## config.mk

```make
export PLATFORM = sky130hd
export DESIGN_NAME = rendezvous_channel
export DESIGN_NICKNAME = d
export VERILOG_FILES = /design/src/rtl/rdv_pkg.sv /design/src/rtl/rdv_side.sv /design/src/rtl/rdv_capture.sv /design/src/rtl/rendezvous_channel.sv
export SDC_FILE = /design/constraint.sdc
export NUM_CORES = 1
export LEC_CHECK = 0
export CAP_MARGIN = 15
export CORE_MARGIN = 10
export CORE_UTILIZATION = 39
export CTS_CLUSTER_DIAMETER = 100
export DETAILED_ROUTE_END_ITERATION = 7
export PLACE_DENSITY = 0.74
export SYNTH_ARGS = -nofsm -noshare
export SYNTH_HDL_FRONTEND = slang
export SYNTH_SLANG_ARGS = --single-unit
```

## constraint.sdc

```tcl
create_clock -name clk -period 1.6 [get_ports clk]
set_input_delay 0.32 -clock clk [delete_from_list [all_inputs] [get_ports clk]]
set_output_delay 0.32 -clock clk [all_outputs]
set_load 0.02 [all_outputs]
```

## src/rtl/rdv_pkg.sv

```systemverilog
package rdv_pkg;

    typedef enum logic [1:0] {
        SIDE_IDLE = 2'd0,
        SIDE_WAIT = 2'd1,
        SIDE_DONE = 2'd2
    } side_state_e;

    // A side offers itself to the partner only outside its completion cycle.
    function automatic logic side_offers(input side_state_e st, input logic req);
        return req && (st != SIDE_DONE);
    endfunction

    function automatic side_state_e side_next(input side_state_e st,
                                              input logic req,
                                              input logic meet);
        side_state_e nx;
        nx = SIDE_IDLE;
        case (st)
            SIDE_IDLE: nx = meet ? SIDE_DONE : (req ? SIDE_WAIT : SIDE_IDLE);
            SIDE_WAIT: nx = meet ? SIDE_DONE : (req ? SIDE_WAIT : SIDE_IDLE);
            SIDE_DONE: nx = SIDE_IDLE;
            default:   nx = SIDE_IDLE;
        endcase
        return nx;
    endfunction

endpackage

```

## src/rtl/rdv_side.sv

```systemverilog
module rdv_side
    import rdv_pkg::*;
(
    input  logic clk,
    input  logic rst,
    input  logic req,
    input  logic partner_offer,
    output logic offer,
    output logic release_pulse
);
    side_state_e state_q;
    logic        meet;

    assign offer         = side_offers(state_q, req);
    assign meet          = offer && partner_offer;
    assign release_pulse = meet;

    always_ff @(posedge clk) begin
        if (rst) begin
            state_q <= SIDE_IDLE;
        end else begin
            state_q <= side_next(state_q, req, meet);
        end
    end
endmodule

```

## src/rtl/rdv_capture.sv

```systemverilog
module rdv_capture #(
    parameter int DATA_W = 8
) (
    input  logic              clk,
    input  logic              rst,
    input  logic              load,
    input  logic [DATA_W-1:0] din,
    output logic [DATA_W-1:0] dout
);
    localparam logic [DATA_W-1:0] ZERO = '0;

    always_ff @(posedge clk) begin
        if (rst) begin
            dout <= ZERO;
        end else if (load) begin
            dout <= din;
        end
    end
endmodule

```

## src/rtl/rendezvous_channel.sv

```systemverilog
module rendezvous_channel #(
    parameter int DATA_W = 8
) (
    input  logic              clk,
    input  logic              rst,
    input  logic              wr_req,
    input  logic [DATA_W-1:0] wr_data,
    output logic              wr_release,
    input  logic              rd_req,
    output logic [DATA_W-1:0] rd_data,
    output logic              rd_release
);
    localparam int SIDES = 2;
    localparam int PROD  = 0;
    localparam int CONS  = 1;

    logic [SIDES-1:0] req_v;
    logic [SIDES-1:0] offer_v;
    logic [SIDES-1:0] rel_v;

    assign req_v[PROD] = wr_req;
    assign req_v[CONS] = rd_req;

    for (genvar s = 0; s < SIDES; s++) begin : g_side
        rdv_side u_side (
            .clk           (clk),
            .rst           (rst),
            .req           (req_v[s]),
            .partner_offer (offer_v[SIDES-1-s]),
            .offer         (offer_v[s]),
            .release_pulse (rel_v[s])
        );
    end

    assign wr_release = rel_v[PROD];
    assign rd_release = rel_v[CONS];

    rdv_capture #(.DATA_W(DATA_W)) u_capture (
        .clk  (clk),
        .rst  (rst),
        .load (rel_v[CONS]),
        .din  (wr_data),
        .dout (rd_data)
    );
endmodule

```

---- After elaboration in Yosys (flattened, before gate mapping) ----
Index checks and enable logic that the tools add are counted.
storage, ports and cells
  bits in registers ....................... 12
  input port bits ......................... 12
  output and inout port bits .............. 10
  logic and storage cells ................. 26
operators by class
  equality and inequality tests ........... 4
  multiplexer cells ....................... 4
  bitwise logic cells ..................... 2
  reduce and logical (&&, ||, !) cells .... 11
operators by type and width
  operator                                              number
  OR reduction 2 bit                                    4
  OR reduction 3 bit                                    2
  equality test 2 x 1 -> 1 bit (second input constant)  2
  logical NOT 2 bit                                     2
  two-way mux 2 bit                                     2
  inequality test 2 bit (second input constant)         2
  logical AND 1 bit                                     3
  two-way mux 1 bit                                     2
  inverter 1 bit                                        2

---- Longest topological paths before layout ----
Gate-level depths: netlist of run 1.
  word-level depth ........................ 4
  mapped depth ............................ 4
  mapped depth without buffers ............ 3

---- By module ----
From an unflattened synthesis of run 1, not the netlist that was laid out.
second synthesis, totals
  cells, all modules ...................... 42
  area, all modules ....................... 445.4 um^2
by module, submodules not included
  module       times used  cells an instance  area an instance (um^2)  seq. area each (um^2)
  rdv_capture  1           26                 285.3                    160.2
  rdv_side     2           8                  80.1                     40.0

---- Worst setup path after synthesis of run 1 ----
No wires, ideal clock.
  path type ............................... register -> output
  from .................................... register g_side[1].u_side.state_q[0]
  to ...................................... output wr_release
  arrival ................................. 1.005 ns
  data required time ...................... 1.280 ns
  path slack .............................. 0.275 ns
  cell stages (with the launch flop) ...... 5
  buffers on the path ..................... 2
  cells stage by stage .................... dfxtp_1 > inv_1 > a221oi_4 > buf_8 > buf_4
between the ends
  cells in the longest elaborated chain, start to end .. 3
RTL lines
  element                 line                     RTL
  from (decl)             rdv_side.sv:11           side_state_e state_q;
  from (signal assigned)  rdv_side.sv:22           state_q <= side_next(state_q, req, meet);
  inequality test 2 bit   rdv_pkg.sv:11            return req && (st != SIDE_DONE);
  logical AND 1 bit       rdv_pkg.sv:11
  logical AND 1 bit       --
  to (decl)               rendezvous_channel.sv:8  output logic wr_release,
No other way between the ends.

---- Final worst setup path of run 1 ----
  from .................................... register u_capture.dout[3]
  to ...................................... output rd_data[3]
RTL lines
  element                 line                      RTL
  from (decl)             rdv_capture.sv:8          output logic [DATA_W-1:0] dout
  from (signal assigned)  rdv_capture.sv:16         dout <= din;
  to (decl)               rendezvous_channel.sv:10  output logic [DATA_W-1:0] rd_data,
No word-level cell between the ends.

==> results of run 1 <==
-- cells in the mapped netlist --
| cell | number |
|---|---|
| nand2b_1 | 16 |
| dfxtp_1 | 12 |
| mux2i_1 | 8 |
| clkbuf_1 | 2 |
| inv_1 | 2 |
| nor4b_1 | 2 |
| a2111oi_0 | 1 |
| a221oi_4 | 1 |
| buf_4 | 1 |
| buf_8 | 1 |
| nand2_1 | 1 |
| nor3b_1 | 1 |
-- state kept, by name (all words and copies together), names as in the netlist --
register,cells
u_capture.dout,8
g_side.u_side.state_q,4
-- cell type report --
cell class | instances | area [um2] | share of cell area, %
Tap cell | 15 | 18.8 | 2.26
Sequential cell | 12 | 240 | 28.9
Inverter | 2 | 7.51 | 0.902
Timing Repair Buffer | 29 | 283 | 34.0
Clock buffer | 4 | 36.3 | 4.36
Multi-Input combinational cell | 30 | 246 | 29.6
-- per-stage QoR --
stage	setup WS, ps	cells	power [uW]	utilization, %
2_1_floorplan	275	48	396	-
3_3_place_gp	-513	86	461	59.6
3_5_place_dp	-544	86	463	59.6
4_1_cts	28.6	92	713	63.8
5_1_grt	0.601	92	743	64.8
6_report	65.9	92	702	64.8
-- worst register-to-register path: cells and delay by family (launching register included) --
| kind | cells | cell delay, ps |
|---|---|---|
| muxes | 1 | 200 |
| buffers and inverters | 3 | 400 |
| DFF | 1 | 320 |
| AOI/OAI and AO/OA | 1 | 360 |
-- cell families (layout without fill, tap and decap cells) --
kind of cell    count (synthesis)  count (layout)  share of synthesized area (%)
simple gates                   20              20                           24.7
compound gates                  2               2                           6.72
buf+inv                         6              35                           7.20
flops                          12              12                           46.0
mux                             8               8                           15.3
-- power breakdown --
| group | switching [uW] | internal [uW] |
|---|---|---|
| registers | 8.08 | 314 |
| logic | 55.5 | 79.5 |
| clock network | 106 | 138 |
| total | 170 | 532 |
-- what timing repair did --
action | 4_1_cts | 5_1_grt
setup endpoints to repair | 2 | 7
pin swaps | 1 | 1
setup buffers | 2 | 0
gates resized for setup | 15 | 5
-- per-layer routing --
layer  share of wire (%)  vias up
li1                    -      217
met5                   0        -
met2                  45       14
met1                  43      199
met4                   0        0
met3                  12        0
-- how the worst max path moves through the flow --
stage	startpoint	to	cells past startpoint	slack, ps
after floorplan	g_side[1].u_side.state_q[0]	wr_release	4	270
after global placement	wr_req	rd_release	4	-510
after detailed placement	wr_req	rd_release	4	-540
after CTS	u_capture.dout[7]	rd_data[7]	1	30
after global routing	u_capture.dout[3]	rd_data[3]	1	0.6
final	u_capture.dout[3]	rd_data[3]	1	70
==> summary.md, run 1 <==
| Metric | Value |
|---|---|
| Die width | 56.6 um |
| Worst rel slew slack | 77.8% |
| Synth Register Bits | 12 |
| PwrDens | 843 nW/um2 |
| Synth area leaders | dfxtp_1 (46%), nand2b_1 (19%), mux2i_1 (15%) |
| Crit path kind | reg2out |
| Die area | 3200 um2 |
| Final period util | 95.9% |
| Netlist cell types | 12 |
| Worst r2r src | g_side[1].u_side.state_q[0] |
| CP peak stage delay | 600 ps |
| F_max | 652 MHz |
| Syn Nets | 60 |
| Num CTS Buffers | 3 |
| Clock Latency Late Sink | 270 ps |
| Final instance area | 832 um2 |
| Hpwl dp | 949 um |
| H-tree levels | 1 |
| GRT met1 Usage | 7.88% |
| Fin nets | 90 |
| Setup tns final | 0 ps |
| Site Rows | 13 |
| Placer Congestion | 0.759 |
| CP bufs+invs | 1 |
| DR DRC count | 0 |
| FF-to-FF setup slack | 270 ps |
| Reg clk slew, reported paths | 80 ps |
| Final Setup Violations | 0 |
| TritonCTS clock tree | yes |
| Die H | 56.6 um |
| Run status | complete, no violations |
| Fill cells | 108 |
| Post-DR wirelength/cell | 13.0 um |
| RSZ-0062 raised after global routing | false |
| Synth area leader | dfxtp_1 |
| Data required, critical path | 1280 ps |
| Sequential share of the synthesized area | 46.0% |
| Critical Path Source Type | flop |
| Highest-count cells in the layout ignoring fill and taps | nand2b_1 (16), dfxtp_1 (12), clkdlybuf4s50_1 (12), mux2i_1 (8), buf_4 (8) |
| Placed cell area | 766 um2 |
| Largest vdd supply drop | 0.000513 V |
| Core area | 1280 um2 |
| Initial antenna violation count | 0 |
| Fin. max-slew vios | 0 |
| Vias in the first global route | 487 |
| Most Crowded Layer GR | met2 |
| Fin Hold WS | 470 ps |
| Io pins | 22 |
| Via density | 4.67 |
| Cell chain of the critical path | clkdlybuf4s50_1 |
| Proportion of layout cells with a drive suffix above 1 | 20.8% |
| GR Util met2 | 12.9% |
| Routing usage on met3 | 6.74% |
| # diodes | 0 |
| WHS Path Cells | 2 |
| Final hold viol count | 0 |
| Synth warnings | 0 |
| Detailed router's first-iteration violation count | 2 |
| Worst path arrival time | 1210 ps |
| Leak | 0.000407 uW |
| R2R Path End | u_capture.dout[5] |
| Antenna-violating nets left | 0 |
| Clock sink count | 12 |
| Area growth, synth to finish | 59.5% |
| Tmin final | 1530 ps |
| Gr usage total | 8.39% |
| DR pass1 iterations | 4 |
| Synthesized cell area | 522 um2 |
| Reg2reg path depth | 5 |
| Hold Startpoint | rd_req |
| Synth Area per Inst | 10.9 um2 |
| Max FO, Critical Path | 2 |
| Initial Util | 40.6% |
| Crit-path leading delay family | buffers and inverters |
| Cts hold-fix bufs | 0 |
| Cells after Synth | 48 |
| Pin count of the biggest net entering global routing | 12 |
| Drt total wl | 1190 um |
| Slowest CP cell | clkdlybuf4s50_1 |
| Element type at the critical path end | output pin |
| Hold Crit Endpoint | g_side[1].u_side.state_q[0] |
| Buffers on Ports | 21 |
| Max cap viols | 0 |
| Worst slew pin tran | 325 ps |
| Global route total overflow | 0 |
| Clock skew | 0.345 ps |
| Hold/Removal Path Class | in2reg |
| Area share of the largest cell type after synthesis | 46.0% |
| First-pass GRT wire length | 2200 um |
| CTS max path bufs | 2 |
| Most common cell after layout, fill and taps aside | nand2b_1 |
| Clock tree root driver cell | clkbuf_4 |
| Via count | 430 |
No activity file was read; power rests on OpenSTA's default activity.
==> inputs of run 2 (changes only) <==
--- a/config.mk
+++ b/config.mk
@@ -8,7 +8,6 @@
 export CAP_MARGIN = 15
 export CORE_MARGIN = 10
 export CORE_UTILIZATION = 39
-export CTS_CLUSTER_DIAMETER = 100
 export DETAILED_ROUTE_END_ITERATION = 7
 export PLACE_DENSITY = 0.74
 export SYNTH_ARGS = -nofsm -noshare
==> results of run 2 <==
The final DEF is identical to that of run 1; final timing and power are the same.
